## config.mk

```make
export PLATFORM = sky130hd
export DESIGN_NAME = mshr_file
export DESIGN_NICKNAME = d
export VERILOG_FILES = /design/src/rtl/mshr_pkg.sv /design/src/rtl/mshr_entry.sv /design/src/rtl/mshr_lookup.sv /design/src/rtl/mshr_file.sv
export SDC_FILE = /design/constraint.sdc
export NUM_CORES = 1
export LEC_CHECK = 0
export ABC_AREA = 1
export CAP_MARGIN = 30
export CORE_ASPECT_RATIO = 1.5
export CORE_MARGIN = 4
export CORE_UTILIZATION = 61
export CTS_BUF_LIST = sky130_fd_sc_hd__clkbuf_8
export CTS_CLUSTER_DIAMETER = 50
export DETAILED_ROUTE_END_ITERATION = 16
export PLACE_DENSITY = 0.87
export SYNTH_ARGS = -nofsm -noshare
export SYNTH_HDL_FRONTEND = slang
export SYNTH_SLANG_ARGS = --single-unit
```

## constraint.sdc

```tcl
create_clock -name clk -period 3.59 [get_ports clk]
set_clock_uncertainty 0.1 [all_clocks]
set_input_delay 0.359 -clock clk [delete_from_list [all_inputs] [get_ports clk]]
set_output_delay 0.359 -clock clk [all_outputs]
set_load 0.005 [all_outputs]
```

## src/rtl/mshr_pkg.sv

```systemverilog
// Shared definitions for the miss tracking table.
// Assumes nothing beyond standard SystemVerilog packages.
package mshr_pkg;

    // What happens to an incoming request this cycle
    typedef enum logic [1:0] {
        OUTC_REJECT = 2'd0,
        OUTC_MERGE  = 2'd1,
        OUTC_ALLOC  = 2'd2
    } req_outcome_e;

endpackage

```

## src/rtl/mshr_entry.sv

```systemverilog
// One table entry: line address, valid/releasing flags, and the ordered
// list of waiting request identifiers with their original sizes.
// Assumes alloc_en and merge_en are never high while release_en is high,
// and merge_en is only raised while count < MAX_MERGE.
module mshr_entry #(
    parameter int ADDR_W    = 12,
    parameter int ID_W      = 4,
    parameter int SIZE_W    = 7,
    parameter int MAX_MERGE = 3,
    localparam int CNT_W    = $clog2(MAX_MERGE + 1),
    localparam int SLOT_W   = (MAX_MERGE > 1) ? $clog2(MAX_MERGE) : 1
) (
    input  logic              clk,
    input  logic              rst_n,
    input  logic              alloc_en,
    input  logic              merge_en,
    input  logic [ADDR_W-1:0] in_addr,
    input  logic [ID_W-1:0]   in_id,
    input  logic [SIZE_W-1:0] in_size,
    input  logic              drain_start,
    input  logic              release_en,
    input  logic [SLOT_W-1:0] rd_slot,
    output logic              valid,
    output logic              draining,
    output logic [ADDR_W-1:0] addr,
    output logic [CNT_W-1:0]  count,
    output logic [ID_W-1:0]   rd_id,
    output logic [SIZE_W-1:0] rd_size
);

    logic [ID_W-1:0]   id_q   [MAX_MERGE];
    logic [SIZE_W-1:0] size_q [MAX_MERGE];

    // Control state: valid, releasing flag, address and occupancy
    always_ff @(posedge clk) begin
        if (!rst_n) begin
            valid    <= 1'b0;
            draining <= 1'b0;
            addr     <= '0;
            count    <= '0;
        end else if (release_en) begin
            valid    <= 1'b0;
            draining <= 1'b0;
            count    <= '0;
        end else begin
            if (alloc_en) begin
                valid <= 1'b1;
                addr  <= in_addr;
                count <= CNT_W'(1);
            end
            if (merge_en) begin
                count <= count + CNT_W'(1);
            end
            if (drain_start) begin
                draining <= 1'b1;
            end
        end
    end

    // Per-slot storage of waiting identifiers and sizes
    for (genvar s = 0; s < MAX_MERGE; s++) begin : g_slot
        logic wr_here;
        assign wr_here = (alloc_en && (s == 0)) ||
                         (merge_en && (count == CNT_W'(s)));
        // Slot write on allocate (slot 0) or merge (next free slot)
        always_ff @(posedge clk) begin
            if (wr_here) begin
                id_q[s]   <= in_id;
                size_q[s] <= in_size;
            end
        end
    end

    // Read port used by the release sequencer
    always_comb begin
        rd_id   = id_q[rd_slot];
        rd_size = size_q[rd_slot];
    end

endmodule

```

## src/rtl/mshr_lookup.sv

```systemverilog
// Associative compare of one key against all entries, plus the lowest
// free entry. Releasing entries neither match nor count as free.
// Assumes at most one matchable entry per address (kept by the top).
module mshr_lookup #(
    parameter int N_ENTRIES = 4,
    parameter int ADDR_W    = 12,
    parameter int MAX_MERGE = 3,
    localparam int CNT_W    = $clog2(MAX_MERGE + 1),
    localparam int IDX_W    = (N_ENTRIES > 1) ? $clog2(N_ENTRIES) : 1
) (
    input  logic [N_ENTRIES-1:0]             ent_valid,
    input  logic [N_ENTRIES-1:0]             ent_draining,
    input  logic [N_ENTRIES-1:0][ADDR_W-1:0] ent_addr,
    input  logic [N_ENTRIES-1:0][CNT_W-1:0]  ent_count,
    input  logic [ADDR_W-1:0]                key,
    output logic                             hit,
    output logic [IDX_W-1:0]                 hit_idx,
    output logic                             hit_full,
    output logic                             free_any,
    output logic [IDX_W-1:0]                 free_idx
);

    logic [N_ENTRIES-1:0] match_vec;

    for (genvar e = 0; e < N_ENTRIES; e++) begin : g_cmp
        assign match_vec[e] = ent_valid[e] && !ent_draining[e] &&
                              (ent_addr[e] == key);
    end

    // Encode the matching entry and its fullness
    always_comb begin
        hit      = |match_vec;
        hit_idx  = '0;
        hit_full = 1'b0;
        for (int e = 0; e < N_ENTRIES; e++) begin
            if (match_vec[e]) begin
                hit_idx  = IDX_W'(e);
                hit_full = (ent_count[e] == CNT_W'(MAX_MERGE));
            end
        end
    end

    // Pick the lowest-numbered unused entry
    always_comb begin
        free_any = 1'b0;
        free_idx = '0;
        for (int e = N_ENTRIES - 1; e >= 0; e--) begin
            if (!ent_valid[e]) begin
                free_any = 1'b1;
                free_idx = IDX_W'(e);
            end
        end
    end

endmodule

```

## src/rtl/mshr_file.sv

```systemverilog
// Miss tracking table: merges requests to lines already missing, allocates
// entries for new misses while the miss queue has room, and releases the
// waiting identifiers of a returning line one per cycle in arrival order.
// Assumes mq_level is the miss queue occupancy seen this cycle.
module mshr_file
    import mshr_pkg::*;
#(
    parameter int N_ENTRIES  = 4,
    parameter int MAX_MERGE  = 3,
    parameter int ADDR_W     = 12,
    parameter int ID_W       = 4,
    parameter int SIZE_W     = 7,
    parameter int LINE_BYTES = 64,
    parameter int MQ_CAP     = 4,
    localparam int LVL_W     = $clog2(MQ_CAP + 1),
    localparam int CNT_W     = $clog2(MAX_MERGE + 1),
    localparam int IDX_W     = (N_ENTRIES > 1) ? $clog2(N_ENTRIES) : 1,
    localparam int SLOT_W    = (MAX_MERGE > 1) ? $clog2(MAX_MERGE) : 1
) (
    input  logic              clk,
    input  logic              rst_n,
    input  logic              req_valid,
    input  logic [ADDR_W-1:0] req_addr,
    input  logic [ID_W-1:0]   req_id,
    input  logic [SIZE_W-1:0] req_size,
    output logic              req_hit,
    output logic              req_accept,
    input  logic [LVL_W-1:0]  mq_level,
    output logic              mq_push,
    output logic [ADDR_W-1:0] mq_addr,
    output logic [SIZE_W-1:0] mq_size,
    input  logic              fill_valid,
    input  logic [ADDR_W-1:0] fill_addr,
    output logic              fill_ready,
    output logic              rel_valid,
    output logic [ID_W-1:0]   rel_id,
    output logic [SIZE_W-1:0] rel_size,
    output logic              fill_err
);

    logic [N_ENTRIES-1:0]             ent_valid;
    logic [N_ENTRIES-1:0]             ent_draining;
    logic [N_ENTRIES-1:0][ADDR_W-1:0] ent_addr;
    logic [N_ENTRIES-1:0][CNT_W-1:0]  ent_count;
    logic [N_ENTRIES-1:0][ID_W-1:0]   ent_rd_id;
    logic [N_ENTRIES-1:0][SIZE_W-1:0] ent_rd_size;

    logic             rq_hit, rq_full, rq_free;
    logic [IDX_W-1:0] rq_hit_idx, rq_free_idx;
    logic             fl_hit, fl_full_unused, fl_free_unused;
    logic [IDX_W-1:0] fl_hit_idx, fl_free_idx_unused;

    req_outcome_e     outcome;
    logic             drain_act;
    logic [IDX_W-1:0] drain_idx;
    logic [SLOT_W-1:0] drain_ptr;
    logic             drain_last;
    logic             fill_take;
    logic             fill_err_q;

    // Probe of the request address
    mshr_lookup #(
        .N_ENTRIES(N_ENTRIES), .ADDR_W(ADDR_W), .MAX_MERGE(MAX_MERGE)
    ) u_req_look (
        .ent_valid(ent_valid), .ent_draining(ent_draining),
        .ent_addr(ent_addr), .ent_count(ent_count), .key(req_addr),
        .hit(rq_hit), .hit_idx(rq_hit_idx), .hit_full(rq_full),
        .free_any(rq_free), .free_idx(rq_free_idx)
    );

    // Probe of the returning line address
    mshr_lookup #(
        .N_ENTRIES(N_ENTRIES), .ADDR_W(ADDR_W), .MAX_MERGE(MAX_MERGE)
    ) u_fill_look (
        .ent_valid(ent_valid), .ent_draining(ent_draining),
        .ent_addr(ent_addr), .ent_count(ent_count), .key(fill_addr),
        .hit(fl_hit), .hit_idx(fl_hit_idx), .hit_full(fl_full_unused),
        .free_any(fl_free_unused), .free_idx(fl_free_idx_unused)
    );

    // Decide merge, allocate or reject for the current request
    always_comb begin
        if (rq_hit) begin
            outcome = rq_full ? OUTC_REJECT : OUTC_MERGE;
        end else if (rq_free && (mq_level < LVL_W'(MQ_CAP))) begin
            outcome = OUTC_ALLOC;
        end else begin
            outcome = OUTC_REJECT;
        end
    end

    assign req_hit    = rq_hit;
    assign req_accept = req_valid && (outcome != OUTC_REJECT);
    assign mq_push    = req_valid && (outcome == OUTC_ALLOC);
    assign mq_addr    = req_addr;
    assign mq_size    = SIZE_W'(LINE_BYTES);

    assign fill_ready = !drain_act;
    assign fill_take  = fill_valid && fill_ready;
    assign drain_last = (CNT_W'(drain_ptr) + CNT_W'(1)) == ent_count[drain_idx];

    // Entry array with per-entry strobes
    for (genvar e = 0; e < N_ENTRIES; e++) begin : g_ent
        logic a_en, m_en, d_en, r_en;
        assign a_en = mq_push && (rq_free_idx == IDX_W'(e));
        assign m_en = req_valid && (outcome == OUTC_MERGE) &&
                      (rq_hit_idx == IDX_W'(e));
        assign d_en = fill_take && fl_hit && (fl_hit_idx == IDX_W'(e));
        assign r_en = drain_act && drain_last && (drain_idx == IDX_W'(e));

        mshr_entry #(
            .ADDR_W(ADDR_W), .ID_W(ID_W), .SIZE_W(SIZE_W),
            .MAX_MERGE(MAX_MERGE)
        ) u_entry (
            .clk(clk), .rst_n(rst_n),
            .alloc_en(a_en), .merge_en(m_en),
            .in_addr(req_addr), .in_id(req_id), .in_size(req_size),
            .drain_start(d_en), .release_en(r_en), .rd_slot(drain_ptr),
            .valid(ent_valid[e]), .draining(ent_draining[e]),
            .addr(ent_addr[e]), .count(ent_count[e]),
            .rd_id(ent_rd_id[e]), .rd_size(ent_rd_size[e])
        );
    end

    // Release sequencer: walks the slots of the filled entry
    always_ff @(posedge clk) begin
        if (!rst_n) begin
            drain_act <= 1'b0;
            drain_idx <= '0;
            drain_ptr <= '0;
        end else if (drain_act) begin
            if (drain_last) begin
                drain_act <= 1'b0;
                drain_ptr <= '0;
            end else begin
                drain_ptr <= drain_ptr + SLOT_W'(1);
            end
        end else if (fill_take && fl_hit) begin
            drain_act <= 1'b1;
            drain_idx <= fl_hit_idx;
            drain_ptr <= '0;
        end
    end

    // One-cycle flag for a fill that found no entry
    always_ff @(posedge clk) begin
        if (!rst_n) begin
            fill_err_q <= 1'b0;
        end else begin
            fill_err_q <= fill_take && !fl_hit;
        end
    end

    assign fill_err  = fill_err_q;
    assign rel_valid = drain_act;
    assign rel_id    = ent_rd_id[drain_idx];
    assign rel_size  = ent_rd_size[drain_idx];

endmodule

```

# Word level (Yosys, flattened, before mapping)
# Memories as Yosys holds them, arrays and structs flattened. A register that Yosys moved wholly into a read port is not among the register bits.
# Cells that the tools add are included.
[totals]
register_bits = 70
latchBits = 0
mem_bits_rw = 132
romBits = 0
inputBits = 42
out_inout_bits = 36
elab_cells = 304
n_memories = 8
[classes]
n_addsub = 5
multipliers = 0
div_mod_pow = 0
order_cmp = 2
n_eq_ne = 35
shift = 0
mux = 129
bitwise_logic = 6
reduce_logical = 99
[memory_table]
columns = ["name", "words", "word_bits", "rd", "rd_ports_with_merged_regs", "wr", "line", "rtl"]
rows = [
  ["g_ent[0].u_entry.size_q", 3, 7, 1, 1, 1, "mshr_entry.sv:32", "logic [SIZE_W-1:0] size_q [MAX_MERGE];"],
  ["g_ent[1].u_entry.size_q", 3, 7, 1, 1, 1, "mshr_entry.sv:32", ""],
  ["g_ent[2].u_entry.size_q", 3, 7, 1, 1, 1, "mshr_entry.sv:32", ""],
  ["g_ent[3].u_entry.size_q", 3, 7, 1, 1, 1, "mshr_entry.sv:32", ""],
  ["g_ent[0].u_entry.id_q", 3, 4, 1, 1, 1, "mshr_entry.sv:31", "logic [ID_W-1:0] id_q [MAX_MERGE];"],
  ["g_ent[1].u_entry.id_q", 3, 4, 1, 1, 1, "mshr_entry.sv:31", ""],
  ["2 more memories", "--", "--", "--", "--", "--", "--", ""],
]
[ops]
columns = ["op", "n"]
rows = [
  ["$mux 2", 54],
  ["$eq 12x12->1", 8],
  ["$mux 7", 9],
  ["$reduce_or 7->1", 8],
  ["$mux 1", 54],
  ["$logic_and 1x1->1", 48],
  ["$reduce_or 4->1", 10],
  ["$mux 4", 9],
  ["$eq 2x2->1 const B", 17],
  ["$eq 2x1->1 const B", 9],
  ["$logic_not 2->1", 8],
  ["$bmux 7 s2", 1],
  ["$reduce_bool 2->1", 6],
  ["$add 2x1->2 const B", 5],
  ["$reduce_and 2->1", 5],
  ["$bmux 4 s2", 1],
  ["$reduce_or 2->1", 4],
  ["$logic_not 1->1", 6],
  ["$not 1->1", 6],
  ["$bmux 2 s2", 1],
  ["$logic_or 1x1->1", 4],
  ["$lt 2x3->1 const B", 1],
  ["$lt 3x3->1 const B", 1],
  ["$eq 2x2->1", 1],
]

# Depth between registers and ports, before layout
[depth]
depth_word = 18
mapped_depth = 17
depth_no_buf = 16

# Modules after synthesis
# Synthesis repeated with hierarchy kept, for this count alone.
[hier_totals]
hier_cells = 1446
area_unflattened_um2 = 10949.3
[modules_own_cells]
columns = ["mod", "instances", "cells_each", "area_per_inst_um2", "seq_area_each_um2"]
rows = [
  ["mshr_entry", 4, 222, 2040.7, 1311.3],
  ["mshr_lookup", 2, 200, 923.4, 0.0],
  ["mshr_file", 1, 158, 939.7, 120.1],
]

# Worst setup path before layout
# OpenSTA, ideal clock, no wires.
[synth_path]
path_type = "register -> register"
start = "register g_ent[2].u_entry.valid"
end = "memory g_ent[2].u_entry.id_q[0][0] (enable)"
arrival_time_ps = 2373
required_ps = 3096
setup_slack_ps = 723
stages_incl_launch_ff = 15
cell_sequence = "dfxtp_1 > inv_2 > nor2_4 > nand2_2 > nor2_2 > inv_2 > nor2_1 > nand2_2 > nand2_2 > inv_2 > nand3b_4 > inv_2 > nor2_4 > nand2_4 > o21ai_0"
[synth_via]
elab_cells_between_ends = 41
classes_between = "eq/ne: 4; mux: 23; reduce/logical: 14"
[synth_lines]
columns = ["item", "line", "rtl"]
rows = [
  ["start, declared", "mshr_entry.sv:23", "output logic valid,"],
  ["start signal, assigned", "mshr_entry.sv:37", "valid <= 1'b0;"],
  ["start signal, assigned", "mshr_entry.sv:42", "valid <= 1'b0;"],
  ["start signal, assigned", "mshr_entry.sv:47", "valid <= 1'b1;"],
  ["$logic_and 1x1->1 * (2 in series)", "mshr_lookup.sv:26", "assign match_vec[e] = ent_valid[e] && !ent_draining[e] &&"],
  ["$reduce_or 4->1 *", "mshr_lookup.sv:32", "hit = |match_vec;"],
  ["net req_hit", "mshr_file.sv:26", "output logic req_hit,"],
  ["$mux 2 *", "mshr_file.sv:83", "if (rq_hit) begin"],
  ["$eq 2x1->1", "mshr_file.sv:106", "assign m_en = req_valid && (outcome == OUTC_MERGE) &&"],
  ["$logic_and 1x1->1 (2 in series)", "mshr_file.sv:106", ""],
  ["$logic_and 1x1->1", "mshr_entry.sv:64", "(merge_en && (count == CNT_W'(s)));"],
  ["$logic_or 1x1->1 *", "mshr_entry.sv:63", "assign wr_here = (alloc_en && (s == 0)) ||"],
  ["net g_ent[2].u_entry.g_slot[0].wr_here", "mshr_entry.sv:62", "logic wr_here;"],
  ["$mux 1 *", "mshr_entry.sv:67", "if (wr_here) begin"],
  ["$mux 1 (not written as such) *", "mshr_entry.sv:68", "id_q[s] <= in_id;"],
  ["$mux 1 (no source line) * (2 in series)", "--", ""],
  ["end, declared", "mshr_entry.sv:31", ""],
]
# Mark *: on every way through the listed nets, which the timed path passes. The rest lies on a longest branch.

# Worst setup path after layout
[layout_path]
start = "input req_addr[10]"
end = "output mq_push"
[layout_via]
elab_chain_len = 10
elab_cells_between_ends = 17
classes_between = "eq/ne: 5; mux: 6; reduce/logical: 6"
[layout_lines]
columns = ["item", "line", "rtl"]
rows = [
  ["start, declared", "mshr_file.sv:23", "input logic [ADDR_W-1:0] req_addr,"],
  ["$eq 12x12->1", "mshr_lookup.sv:27", "(ent_addr[e] == key);"],
  ["$logic_and 1x1->1", "mshr_lookup.sv:26", ""],
  ["$mux 1 (4 in series)", "mshr_lookup.sv:36", "if (match_vec[e]) begin"],
  ["$mux 1", "mshr_file.sv:84", "outcome = rq_full ? OUTC_REJECT : OUTC_MERGE;"],
  ["$mux 2 *", "mshr_file.sv:83", ""],
  ["$eq 2x2->1 *", "mshr_file.sv:94", "assign mq_push = req_valid && (outcome == OUTC_ALLOC);"],
  ["$logic_and 1x1->1 *", "mshr_file.sv:94", ""],
  ["end, declared", "mshr_file.sv:29", "output logic mq_push,"],
]
# Every way passes the cells marked *; elsewhere a longest branch is shown, timed or not.

==> results.sh <==
export IMPL_drtPass1Iterations=8
export IMPL_io_pins=78
export IMPL_finalWirelength_microns=39400
export IMPL_drv_cap=0
export IMPL_drive_above_1_share=0.0814
export IMPL_coreArea_sq_mm=0.0180
export IMPL_htreeDepth=1
export IMPL_numCtsBuffers=29
export IMPL_cts_sinks=204
export IMPL_syn_inst=1430
export IMPL_vias=10422
export IMPL_drt_drc_violations_left=0
export IMPL_critPathKind="primary input to primary output"
export IMPL_nets=1570
export IMPL_slew_viol_final=0
export IMPL_worstSkewPairLatency_ns=0.58
export IMPL_yosys_warnings=0
export IMPL_max_slew_margin=0.388
export IMPL_ir_drop_v=0.000301
export IMPL_clock_path_buffers=3
export IMPL_wl_per_cell_microns=22.5
export IMPL_leakagePower_nw=5.61
export IMPL_yosysSeqAreaShare=0.482
export IMPL_synth_async_reset_ratio=0
export IMPL_crit_path_start="req_addr[10]"
export IMPL_end_kind="primary output"
export IMPL_grt_max_degree=49
export IMPL_gr_total_overflow=0
export IMPL_synth_cell_types=49
export IMPL_start_util=0.622
export IMPL_root_buffer="clkbuf_8"
export IMPL_fin_crit_sh=0.951
export IMPL_max_slew_worst_pin_slew_ns=0.917
export IMPL_die_area_sq_mm=0.0207
export IMPL_syn_to_final_growth_pct=13.9
export IMPL_hold_ws_ns=0.267
export IMPL_hold_class="primary input to flop"
export IMPL_io_buffers=68
export IMPL_min_period_ns=3.41
export IMPL_drtIter0Drc=1005
export IMPL_routabilityCongestion=1.08
export IMPL_rsz0062_at_grt="false"
export IMPL_status="finished, final reports clean"
export IMPL_seq_area_sq_mm=0.00541
export IMPL_place_area_sq_mm=0.0122
export IMPL_cts_tree="done"
export IMPL_ant_nets=0
export IMPL_hpwlAfterDp_microns=29500
export IMPL_cts_clk_slew_worst_paths_ns=0.07
export IMPL_synth_seq_cells=204
export IMPL_r2r_start="drain_idx[1]"
export IMPL_syn_area_per_cell_sq_um=7.84
export IMPL_final_setup_tns_ns=0
export IMPL_min_from="rst_n"
export IMPL_final_common_cell="nand2_1"
export IMPL_synth_edf_count=132
export IMPL_cp_max_fo=10
export IMPL_multi_input_area_sq_mm=0.00469
export IMPL_cp_arrival_ns=2.95
export IMPL_die_w_microns=119
export IMPL_final_cell_area_sq_mm=0.0128
export IMPL_die_y_microns=174
export IMPL_powerDensity_mw_per_mm2=387
export IMPL_finalHoldViolCount=0
export IMPL_grt_use_total=0.377
export IMPL_fillers=1346
export IMPL_synth_main_ff_cell="edfxtp_1"
export IMPL_placement_rows=60
export IMPL_start_kind="primary input"
export IMPL_viasPerCell=5.95
export IMPL_grt_pass1_wl_microns=58800
export IMPL_grt_pass1_vias=10414
export IMPL_synthesis_area_sq_mm=0.0112
export IMPL_critical_path_required_ns=3.13
export IMPL_finalSetupViolCount=0
export IMPL_fmax_mhz=293
export IMPL_final_cell_mix="nand2_1 (416), nor2_1 (229), inv_1 (170), edfxtp_1 (132), dfxtp_1 (70)"
export IMPL_antenna_found_initial=0
export IMPL_antenna_cells=0
## critical path: stages
cell and delay, ns:
clkdlybuf4s50_1 0.59, inv_2 0.17, nand2_1 0.06, nand2_1 0.16
nor2_1 0.07, nand2_1 0.06, nor2_1 0.04, nand2_1 0.13
buf_4 0.17, nand3b_4 0.08, buf_4 0.17, nor2_8 0.22
clkdlybuf4s50_1 0.66
## sequential cells by signal, summed over array words and instances (netlist names), named ones only
name                    count
drain_idx                   2
drain_ptr                   2
fill_err                    1
g_ent.u_entry.addr         48
g_ent.u_entry.count         8
g_ent.u_entry.draining      4
g_ent.u_entry.id_q         48
g_ent.u_entry.size_q       84
g_ent.u_entry.valid         4
rel_valid                   1
## final timing paths
kind | to | slack (ns) | cells past startpoint
max | mq_push | 0.18 | 13
min | g_ent[1].u_entry.addr[6] | 0.27 | 3
max reg2reg | g_ent[1].u_entry.addr[7] | 0.81 | 11
min reg2reg | g_ent[0].u_entry.draining | 0.36 | 2
## area by class of cell
class | instances | share of cell area
Inverter | 178 | 0.0528
Multi-Input combinational cell | 985 | 0.367
Clock buffer | 29 | 0.0313
Timing Repair Buffer | 114 | 0.0890
Sequential cell | 204 | 0.424
Clock inverter | 25 | 0.0151
Tap cell | 217 | 0.0213
## logic make-up (layout without fill, tap and decap cells)
group / Yosys count / after routing / share of synthesized area
and+or+nand+nor: 816 / 816 / 0.313
buffers and inverters: 246 / 346 / 0.102
DFF: 204 / 204 / 0.482
AOI/OAI and AO/OA: 127 / 127 / 0.0698
xor gates and xnor gates: 19 / 19 / 0.0148
adders and majority gates: 16 / 16 / 0.0179
other: 2 / 7 / 0.000670
## report_power, final
| part | switching [mW] | internal, mW |
|---|---|---|
| sequential | 0.0261 | 2.52 |
| combinational | 0.325 | 0.172 |
| clock | 0.916 | 0.978 |
| total | 1.27 | 3.67 |
## per-layer routing
metal  vias to the layer above  routed length (microns)  track usage  part of all wire
li1                       4798                        -            -                 -
met1                      4763                    12100        0.364              0.31
met2                       662                    20300        0.689              0.51
met3                       199                     2800       0.0540             0.071
met4                         0                     4180        0.327              0.11
met5                         -                        0            0                 0
## stage by stage
step | instances | total power [mW] | setup slack [ns] | utilization
2_1_floorplan | 1435 | 2.87 | 0.723 | -
3_3_place_gp | 1698 | 3.07 | 0.187 | 0.675
3_5_place_dp | 1698 | 3.08 | 0.191 | 0.675
4_1_cts | 1752 | 4.92 | 0.0511 | 0.708
5_1_grt | 1752 | 5.08 | 0.0653 | 0.709
6_report | 1752 | 4.94 | 0.177 | 0.709
## what timing repair did
action	in CTS	in global routing
endpoints found under the setup margin	0	2
hold buffers	0	0
buffers inserted	0	0
resized for setup	0	4
## cells in the mapped netlist, types with 5 or more instances
cell type	count	share of area
nor3_1	35	0.016
xor2_1	11	0.0086
buf_2	5	0.0022
inv_2	15	0.0050
ha_1	16	0.018
nand4_1	40	0.022
o21ai_0	39	0.017
clkbuf_1	23	0.0077
a211oi_1	23	0.015
nand3_1	43	0.019
nand3b_1	5	0.0033
a32oi_1	11	0.0086
nor2_1	229	0.077
inv_1	161	0.054
edfxtp_1	132	0.35
and3_1	12	0.0067
buf_4	23	0.015
xnor2_1	8	0.0063
buf_6	16	0.016
nand2_1	416	0.14
dfxtp_1	72	0.13
nor4_1	15	0.0084
a21oi_1	38	0.017
Note: power is estimated with default switching activity, not from simulation.
